**src/rtl/i2c_scl_gen_pkg.sv**
```systemverilog
package i2c_scl_gen_pkg;
  typedef enum logic [2:0] {
    ST_IDLE,
    ST_LEAD,
    ST_LOW,
    ST_HIGH,
    ST_HOLD
  } scl_state_e;

  localparam int unsigned BIT_ADDR_LAST = 8;
  localparam int unsigned BIT_ACK       = 9;
  localparam int unsigned MIN_PHASE     = 2;
endpackage

```
**src/rtl/scl_sync.sv**
```systemverilog
module scl_sync #(
  parameter int unsigned STAGES = 2
) (
  input  logic clk,
  input  logic rst_n,
  input  logic d_in,
  output logic q_out
);
  logic [STAGES-1:0] chain;

  generate
    for (genvar i = 0; i < STAGES; i++) begin : g_stage
      if (i == 0) begin : g_first
        always_ff @(posedge clk or negedge rst_n)
          if (!rst_n) chain[0] <= 1'b1;
          else        chain[0] <= d_in;
      end else begin : g_next
        always_ff @(posedge clk or negedge rst_n)
          if (!rst_n) chain[i] <= 1'b1;
          else        chain[i] <= chain[i-1];
      end
    end
  endgenerate

  assign q_out = chain[STAGES-1];
endmodule

```
**src/rtl/scl_phase_timer.sv**
```systemverilog
module scl_phase_timer #(
  parameter int unsigned W = 10
) (
  input  logic         clk,
  input  logic         rst_n,
  input  logic         load,
  input  logic [W-1:0] load_val,
  input  logic         en,
  output logic         expire
);
  logic [W-1:0] cnt;

  assign expire = en && (cnt == '0);

  always_ff @(posedge clk or negedge rst_n) begin
    if (!rst_n)                 cnt <= '0;
    else if (load)              cnt <= load_val;
    else if (en && cnt != '0)   cnt <= cnt - 1'b1;
  end
endmodule

```
**src/rtl/scl_ctrl.sv**
```systemverilog
module scl_ctrl
  import i2c_scl_gen_pkg::*;
#(
  parameter int unsigned DIV_W       = 8,
  parameter int unsigned LEAD_PHASES = 3
) (
  input  logic             clk,
  input  logic             rst_n,
  input  logic             master_en,
  input  logic             i2c_mode,
  input  logic             early_hold_en,
  input  logic             byte_hold_en,
  input  logic [DIV_W-1:0] half_period,
  input  logic             start_done,
  input  logic             tx_write,
  input  logic             line_high,
  output logic             scl_low_o,
  output logic [3:0]       bit_cnt_o,
  output logic             irq_o,
  output logic             done_o,
  output logic             busy_o,
  output logic             start_seen_o
);
  localparam int unsigned CNT_W = DIV_W + 2;

  scl_state_e state;
  logic [DIV_W-1:0] h_eff;
  logic [CNT_W-1:0] phase_val, lead_val, tmr_val;
  logic tmr_load, tmr_en, tmr_expire;
  logic start_seen, arm_early;

  assign h_eff     = (half_period < DIV_W'(MIN_PHASE)) ? DIV_W'(MIN_PHASE) : half_period;
  assign phase_val = CNT_W'(h_eff) - 1'b1;
  assign lead_val  = CNT_W'(LEAD_PHASES) * CNT_W'(h_eff) - 1'b1;
  assign arm_early = master_en && early_hold_en && start_seen;

  always_comb begin
    tmr_en   = (state == ST_LEAD) || (state == ST_LOW) ||
               ((state == ST_HIGH) && line_high);
    tmr_load = 1'b0;
    tmr_val  = phase_val;
    if (state == ST_IDLE && tx_write) begin
      tmr_load = 1'b1;
      tmr_val  = lead_val;
    end else if (tmr_expire || (state == ST_HOLD && !byte_hold_en)) begin
      tmr_load = 1'b1;
    end
  end

  scl_phase_timer #(.W(CNT_W)) u_timer (
    .clk      (clk),
    .rst_n    (rst_n),
    .load     (tmr_load),
    .load_val (tmr_val),
    .en       (tmr_en),
    .expire   (tmr_expire)
  );

  always_ff @(posedge clk or negedge rst_n) begin
    if (!rst_n) begin
      state      <= ST_IDLE;
      scl_low_o  <= 1'b0;
      bit_cnt_o  <= '0;
      irq_o      <= 1'b0;
      done_o     <= 1'b0;
      start_seen <= 1'b0;
    end else begin
      irq_o  <= 1'b0;
      done_o <= 1'b0;
      if (!master_en)      start_seen <= 1'b0;
      else if (start_done) start_seen <= 1'b1;

      unique case (state)
        ST_IDLE: if (tx_write) begin
          state     <= ST_LEAD;
          scl_low_o <= arm_early;
          bit_cnt_o <= '0;
        end
        ST_LEAD: if (tmr_expire) begin
          state     <= ST_LOW;
          scl_low_o <= 1'b1;
          bit_cnt_o <= 4'd1;
        end
        ST_LOW: if (tmr_expire) begin
          state     <= ST_HIGH;
          scl_low_o <= 1'b0;
        end
        ST_HIGH: if (tmr_expire) begin
          scl_low_o <= 1'b1;
          if (bit_cnt_o == 4'(BIT_ACK)) begin
            state     <= ST_IDLE;
            bit_cnt_o <= '0;
            done_o    <= 1'b1;
          end else if (bit_cnt_o == 4'(BIT_ADDR_LAST) && byte_hold_en) begin
            state <= ST_HOLD;
            irq_o <= i2c_mode;
          end else begin
            state     <= ST_LOW;
            bit_cnt_o <= bit_cnt_o + 1'b1;
          end
        end
        ST_HOLD: if (!byte_hold_en) begin
          state     <= ST_LOW;
          bit_cnt_o <= 4'(BIT_ACK);
        end
        default: state <= ST_IDLE;
      endcase
    end
  end

  assign busy_o       = (state != ST_IDLE);
  assign start_seen_o = start_seen;
endmodule

```
**src/rtl/i2c_scl_gen.sv**
```systemverilog
module i2c_scl_gen #(
  parameter int unsigned DIV_W       = 8,
  parameter int unsigned LEAD_PHASES = 3,
  parameter int unsigned SYNC_STAGES = 2
) (
  input  logic             clk,
  input  logic             rst_n,
  input  logic             master_en,
  input  logic             i2c_mode,
  input  logic             early_hold_en,
  input  logic             byte_hold_en,
  input  logic [DIV_W-1:0] half_period,
  input  logic             start_done,
  input  logic             tx_write,
  input  logic             scl_in,
  output logic             scl_low_o,
  output logic [3:0]       bit_cnt_o,
  output logic             irq_o,
  output logic             done_o
);
  logic line_high;
  logic busy;
  logic start_seen;

  scl_sync #(.STAGES(SYNC_STAGES)) u_sync (
    .clk   (clk),
    .rst_n (rst_n),
    .d_in  (scl_in),
    .q_out (line_high)
  );

  scl_ctrl #(.DIV_W(DIV_W), .LEAD_PHASES(LEAD_PHASES)) u_ctrl (
    .clk           (clk),
    .rst_n         (rst_n),
    .master_en     (master_en),
    .i2c_mode      (i2c_mode),
    .early_hold_en (early_hold_en),
    .byte_hold_en  (byte_hold_en),
    .half_period   (half_period),
    .start_done    (start_done),
    .tx_write      (tx_write),
    .line_high     (line_high),
    .scl_low_o     (scl_low_o),
    .bit_cnt_o     (bit_cnt_o),
    .irq_o         (irq_o),
    .done_o        (done_o),
    .busy_o        (busy),
    .start_seen_o  (start_seen)
  );
endmodule

```
**config.mk**
```make
export PLATFORM = sky130hd
export DESIGN_NAME = i2c_scl_gen
export DESIGN_NICKNAME = d
export VERILOG_FILES = /design/src/rtl/i2c_scl_gen_pkg.sv /design/src/rtl/scl_sync.sv /design/src/rtl/scl_phase_timer.sv /design/src/rtl/scl_ctrl.sv /design/src/rtl/i2c_scl_gen.sv
export SDC_FILE = /design/constraint.sdc
export NUM_CORES = 1
export LEC_CHECK = 0
export CORE_MARGIN = 4
export CORE_UTILIZATION = 59
export CTS_CLUSTER_DIAMETER = 50
export DETAILED_ROUTE_END_ITERATION = 10
export DONT_BUFFER_PORTS = 1
export PLACE_DENSITY = 0.84
export SLEW_MARGIN = 20
export SYNTH_ARGS = -nofsm -noshare
export SYNTH_HDL_FRONTEND = slang
export SYNTH_HIERARCHICAL = 1
export SYNTH_SLANG_ARGS = --single-unit
export TNS_END_PERCENT = 50
```
**constraint.sdc**
```tcl
create_clock -name clk -period 3.7 [get_ports clk]
set_input_delay 0.37 -clock clk [delete_from_list [all_inputs] [get_ports clk]]
set_output_delay 0.37 -clock clk [all_outputs]
set_load 0.02 [all_outputs]
```
Word-level counts from Yosys, hierarchy flattened

Cells that the tools add are included.

Register bits after elaboration: 23
Input bits: 17
Output and inout bits: 7
Logic and storage cells: 85

$add $sub $neg: 4
Multiply operators: 1
Order comparisons: 1
Eq/ne operators: 14
Multiplexer cells: 34
Reduce and logical (&&, ||, !) cells: 22

Operators with widths:

| kind                                                   | count |
|---|---|
| 2-to-1 mux 10 bit                                      | 3 |
| 2-to-1 mux 4 bit                                       | 6 |
| 2-to-1 mux 3 bit                                       | 7 |
| subtractor 10 x 1 -> 10 bit (second input constant)    | 2 |
| one-hot mux 4 bit (4 select lines)                     | 1 |
| one-hot mux 3 bit (5 select lines)                     | 1 |
| 2-to-1 mux 1 bit                                       | 14 |
| zero test 10 bit                                       | 1 |
| multiplier 2 x 8 -> 10 bit (first input constant)      | 1 |
| inequality test 2 x 1 -> 1 bit (second input constant) | 5 |
| nonzero test 10 bit                                    | 1 |
| subtractor 8 x 1 -> 9 bit (second input constant)      | 1 |
| == test 4 bit (second input constant)                  | 2 |
| logical AND 1 bit                                      | 8 |
| < comparator 8 x 2 -> 1 bit (second input constant)    | 1 |
| 2-to-1 mux 8 bit                                       | 1 |
| == test 3 x 2 -> 1 bit (second input constant)         | 2 |
| AND reduction 6 bit                                    | 1 |
| AND reduction 5 bit                                    | 1 |
| adder 4 x 1 -> 4 bit (second input constant)           | 1 |
| inequality test 2 bit (second input constant)          | 2 |
| AND reduction 4 bit                                    | 1 |
| nonzero test 4 bit                                     | 1 |
| == test 3 x 1 -> 1 bit (second input constant)         | 1 |
| 9 further kinds                                        | 11 |

Logic depth before layout (Yosys ltp)

Depth after elaboration: 8
Mapped depth: 15
Depth with buffers taken out: 15

Modules after synthesis

Netlist, hierarchy kept.

By module, submodules not included:

| module          | instances | cells an instance | area an instance (um^2) | seq. area each (um^2) |
|---|---|---|---|---|
| scl_ctrl        | 1         | 189               | 1503.9                  | 275.3 |
| scl_phase_timer | 1         | 83                | 723.2                   | 250.2 |
| scl_sync        | 1         | 2                 | 52.6                    | 52.6 |

Worst setup path before layout

Ideal clock, no wire load.

Path type: reg-to-reg
Start point: reg u_ctrl.u_timer.cnt[2]
End point: reg u_ctrl.u_timer.cnt[3]
Library setup time: 135 ps
Arrival time: 2796 ps
Required time: 3565 ps
Slack: 769 ps
Stages on the path, launching flop included: 10
Buffers on the path: 3
Clock period less this slack: 2931 ps
Cells stage by stage: dfrtp_1 -> buf_6 -> or4_4 -> buf_6 -> nor4_1 -> nand2b_1 -> clkbuf_1 -> clkinv_1 -> a311oi_1 -> o21ai_0

Word-level cells in the longest chain between the ends: 6
Elaborated cells between the ends (all ways): 11
Those cells by class: add/sub (1); mux (4); reduce/logical (6)

Ends and longest elaborated chain:

| element                                                        | line                  | text |
|---|---|---|
| start: declaration                                             | scl_phase_timer.sv:11 | `logic [W-1:0] cnt;` |
| start signal: assignment                                       | scl_phase_timer.sv:17 | `else if (load) cnt <= load_val;` |
| start signal: assignment                                       | scl_phase_timer.sv:18 | `else if (en && cnt != '0) cnt <= cnt - 1'b1;` |
| zero test 10 bit (*)                                           | scl_phase_timer.sv:13 | `assign expire = en && (cnt == '0);` |
| logical AND 1 bit (*)                                          | scl_phase_timer.sv:13 |  |
| net u_ctrl.tmr_expire                                          | scl_ctrl.sv:29        | `logic tmr_load, tmr_en, tmr_expire;` |
| logical OR 1 bit (*)                                           | scl_ctrl.sv:45        | `end else if (tmr_expire \|\| (state == ST_HOLD && !byte_hold_en)) begin` |
| 2-to-1 mux 1 bit (*)                                           | scl_ctrl.sv:45        |  |
| 2-to-1 mux 1 bit (*)                                           | scl_ctrl.sv:42        | `if (state == ST_IDLE && tx_write) begin` |
| net u_ctrl.tmr_load                                            | scl_ctrl.sv:29        |  |
| 2-to-1 mux 10 bit / nonzero test 2 bit (equally long branches) | --                    |  |

The timed path passes the listed nets; every way through them passes the cells marked *. The select of a mux whose other input is x is not followed.
A chain may end at the register's enable or synchronous reset.

Final worst setup path

Start point: reg u_ctrl.u_timer.cnt[1]
End point: reg u_ctrl.u_timer.cnt[3]

The elaborated chain is that of the path after synthesis.

==> key figures <==
Pwr
  – NetSw: between 0.5 and 0.6 mW
  – Pwr Density: around 480 nW/µm²
  – Largest voltage drop on the vdd net: between 0.2 and 0.25 mV
  – Switching power share of the total: 0.444
  – Combinational power share: 0.445
  – Leakage: around 1.1 nW
  – Power share of the sequential group: 0.416
  – Power Internal: between 0.6 and 0.7 mW
  – Clock power share: 0.139

Logic synthesis
  – Post-synth design cell area: about 2300 µm²
  – Post-synthesis average cell area: approximately 8.3 µm²
  – YS warnings: 6
  – Gate Count Post-Synth: between 200 and 300
  – Synthesized netlist net count: ~320

STA
  – Final WS setup: 0.826 ns
  – Worst Tran Pin Value: 0.531 ns
  – Highest attainable clock frequency: 0.348 GHz
  – Total Neg Setup Slack: 0 ns
  – Worst Skew: 0.00333 ns
  – Endpoints failing hold: 0
  – Worst Hold Margin: between 0.07 and 0.08 ns
  – Worst slew slack as a fraction of its limit: 0.646
  – Setup repair after global routing missed its margin: no
  – Number of pins exceeding their max-slew limit in the final report: 0
  – Final setup viols: 0
  – Final period demand of the worst path: 2.87 ns
  – Post-route fraction of the period consumed by the critical path: 0.777

Setup path
  – Total buffers and inverters traversed by the critical path: 3
  – Max stage delay cell, worst path: sky130_fd_sc_hd__or3b_2
  – Number of cells on the critical path: 9
  – Kind of cell adding the most delay to the critical path: simple AND/OR/NAND/NOR gates
  – Kind of end point of the critical path: flip-flop
  – Data required time at the worst endpoint: roughly 3.8 ns
  – Worst R2R Path Depth: 9
  – Worst R2R Setup Slack: slightly above 0.8 ns
  – CP Class: reg -> reg
  – Data arrival at the endpoint of the critical path: roughly 3 ns
  – Largest incremental delay on the critical path: 0.56 ns
  – CP Cell Sequence: inv_1 > ha_1 > or3b_2 > nor4_1 > buf_4 > nand2b_1 > clkinv_1 > a311oi_1 > o21ai_0
  – Category of the worst setup path launch point: flip-flop
  – Largest fanout on the critical path: 10

Clocking
  – Clock sink total: 23
  – Root buffer cell: sky130_fd_sc_hd__clkbuf_8
  – Number of CTS-inserted buffers: 3
  – Clock-pin slew on the worst setup and hold paths: 0.08 ns
  – Worst-Skew Late Latency: between 0.2 and 0.3 ns
  – H-tree Lvls: 1
  – Number of resized instances in the post-cts repair step: 0
  – CTS Buffer Depth: 2
  – TritonCTS clock tree: yes

Route
  – First-pass detailed-route iteration total: 4
  – Total length of routed wires: between 4000 and 5000 µm
  – DR DRC count: 0
  – Post-route antenna net violation count: 0
  – Average wire per standard cell: approximately 15 µm
  – Average via count per standard cell: ~6
  – Via count: ~1900
  – Iteration-0 DRC count of the detailed router: 147

Floorplanning
  – Top-Level Pins: 24
  – Chip Height: around 70 µm
  – Core ar.: approximately 3700 µm²
  – Starting Density: 0.616
  – Die X: 70.1 µm
  – Core Rows: 22
  – Floorplan die area: between 4000 and 5000 µm²

Cells and area
  – Share of the core filled with cells: 0.635
  – Number of nets at the end of the flow: 313
  – ANT cells: 0
  – Share of final-layout standard cells stronger than drive strength 1: 0.115
  – Area Overhead vs Synth: 3.14%

Global route
  – First-pass GRT wire length: about 8000 µm
  – Number of global-route vias before repair: between 1500 and 2000
  – Number of antenna violations at the first check in global routing: 0
  – Grt ovf: 0
  – Gr usage total: 0.196
  – Maximum number of pins on one net before global-route repair: 24

Job
  – Max-cap viol count: 0

Placement
  – Half-perimeter wire length of the detailed placement result: ~3600 µm
  – Count of buffers inserted at the top-level ports: 0
  – Global placer's final weighted congestion: approximately 0.84
  – Minimum setup slack after placement: between 0.5 and 0.6 ns

Run status
  – Result of the run: finished, final reports clean

Min path
  – Hold/Removal Path Class: in -> async
[placed cells by master (no fill, tap or decap), drive strengths merged, types with 2 or more instances in the layout]
master,instances
a21o,2
a21oi,11
a22oi,2
a31oi,8
and2,4
and3,3
and3b,2
buf,4
clkbuf,3
clkinv,2
dfrtp,21
dfstp,2
ha,24
inv,32
mux2i,2
nand2,21
nand2b,3
nand3,4
nand4,4
nor2,17
nor2b,6
nor3,10
nor4,3
nor4b,3
o211ai,4
o21ai,24
o311ai,3
o31ai,2
o41a,2
or2,2
or3,4
or3b,2
or4,4
xnor2,10
xor2,3
[cell type report]
cell class | instances | area, µm²
clock buffer | 3 | 41.3
clock inverter | 1 | 5.00
fill | 314 | 1350
inverter | 33 | 124
multi-input combinational | 206 | 1510
sequential | 23 | 578
tap | 48 | 60.1
timing repair buffer | 4 | 27.5
[power by group through the flow]
stage | sequential (mW) | combinational (mW) | clock [mW]
3_5_place_dp | 0.471 | 0.496 | 0
6_report | 0.472 | 0.505 | 0.157
3_3_place_gp | 0.470 | 0.475 | 0
5_1_grt | 0.487 | 0.564 | 0.173
4_1_cts | 0.469 | 0.502 | 0.161
2_1_floorplan | 0.437 | 0.436 | 0
[path summary, 6_finish.rpt]
| path | from | end |
|---|---|---|
| hold reg to reg | u_sync/chain[0] | u_sync/q_out |
| hold / removal | rst_n | u_ctrl/done_o |
| max in group asynchronous | rst_n | u_sync/chain[0] |
| setup / recovery | u_ctrl/u_timer/cnt[1] | u_ctrl/u_timer/cnt[3] |
| setup reg to reg | u_ctrl/u_timer/cnt[1] | u_ctrl/u_timer/cnt[3] |
| min in group clk | scl_in | u_sync/chain[0] |
[metrics by stage]
stage / cells / power, mW / cell area, µm²
after detailed placement: 313 / 0.967 / 2290
final: 318 / 1.13 / 2340
after floorplan: 273 / 0.872 / 2270
after global placement: 313 / 0.945 / 2290
after CTS: 318 / 1.13 / 2350
after global routing: 318 / 1.22 / 2340
[metal layers]
metal | vias to the layer above | share of wire | global-route usage
li1 | 966 | - | -
met1 | 911 | 0.49 | 0.261
met2 | 34 | 0.47 | 0.328
met3 | 8 | 0.029 | 0.0302
met4 | 0 | 0.011 | 0.0553
met5 | - | 0 | 0
[flip-flops by register name, summed over array words and instances, names as in the netlist]
| signal | flops |
|---|---|
| u_ctrl/start_seen_o | 1 |
| u_sync/chain | 1 |
| u_ctrl/bit_cnt_o | 4 |
| u_ctrl/irq_o | 1 |
| u_ctrl/u_timer/cnt | 10 |
| u_ctrl/scl_low_o | 1 |
| u_ctrl/state | 3 |
| u_sync/q_out | 1 |
| u_ctrl/done_o | 1 |
[timing repair]
action / in CTS / in global routing
hold buffers: 1 / 0
buffers inserted: 0 / 0
hold endpoints to repair: 23 / 0
Note: power is estimated with default switching activity, not from simulation.
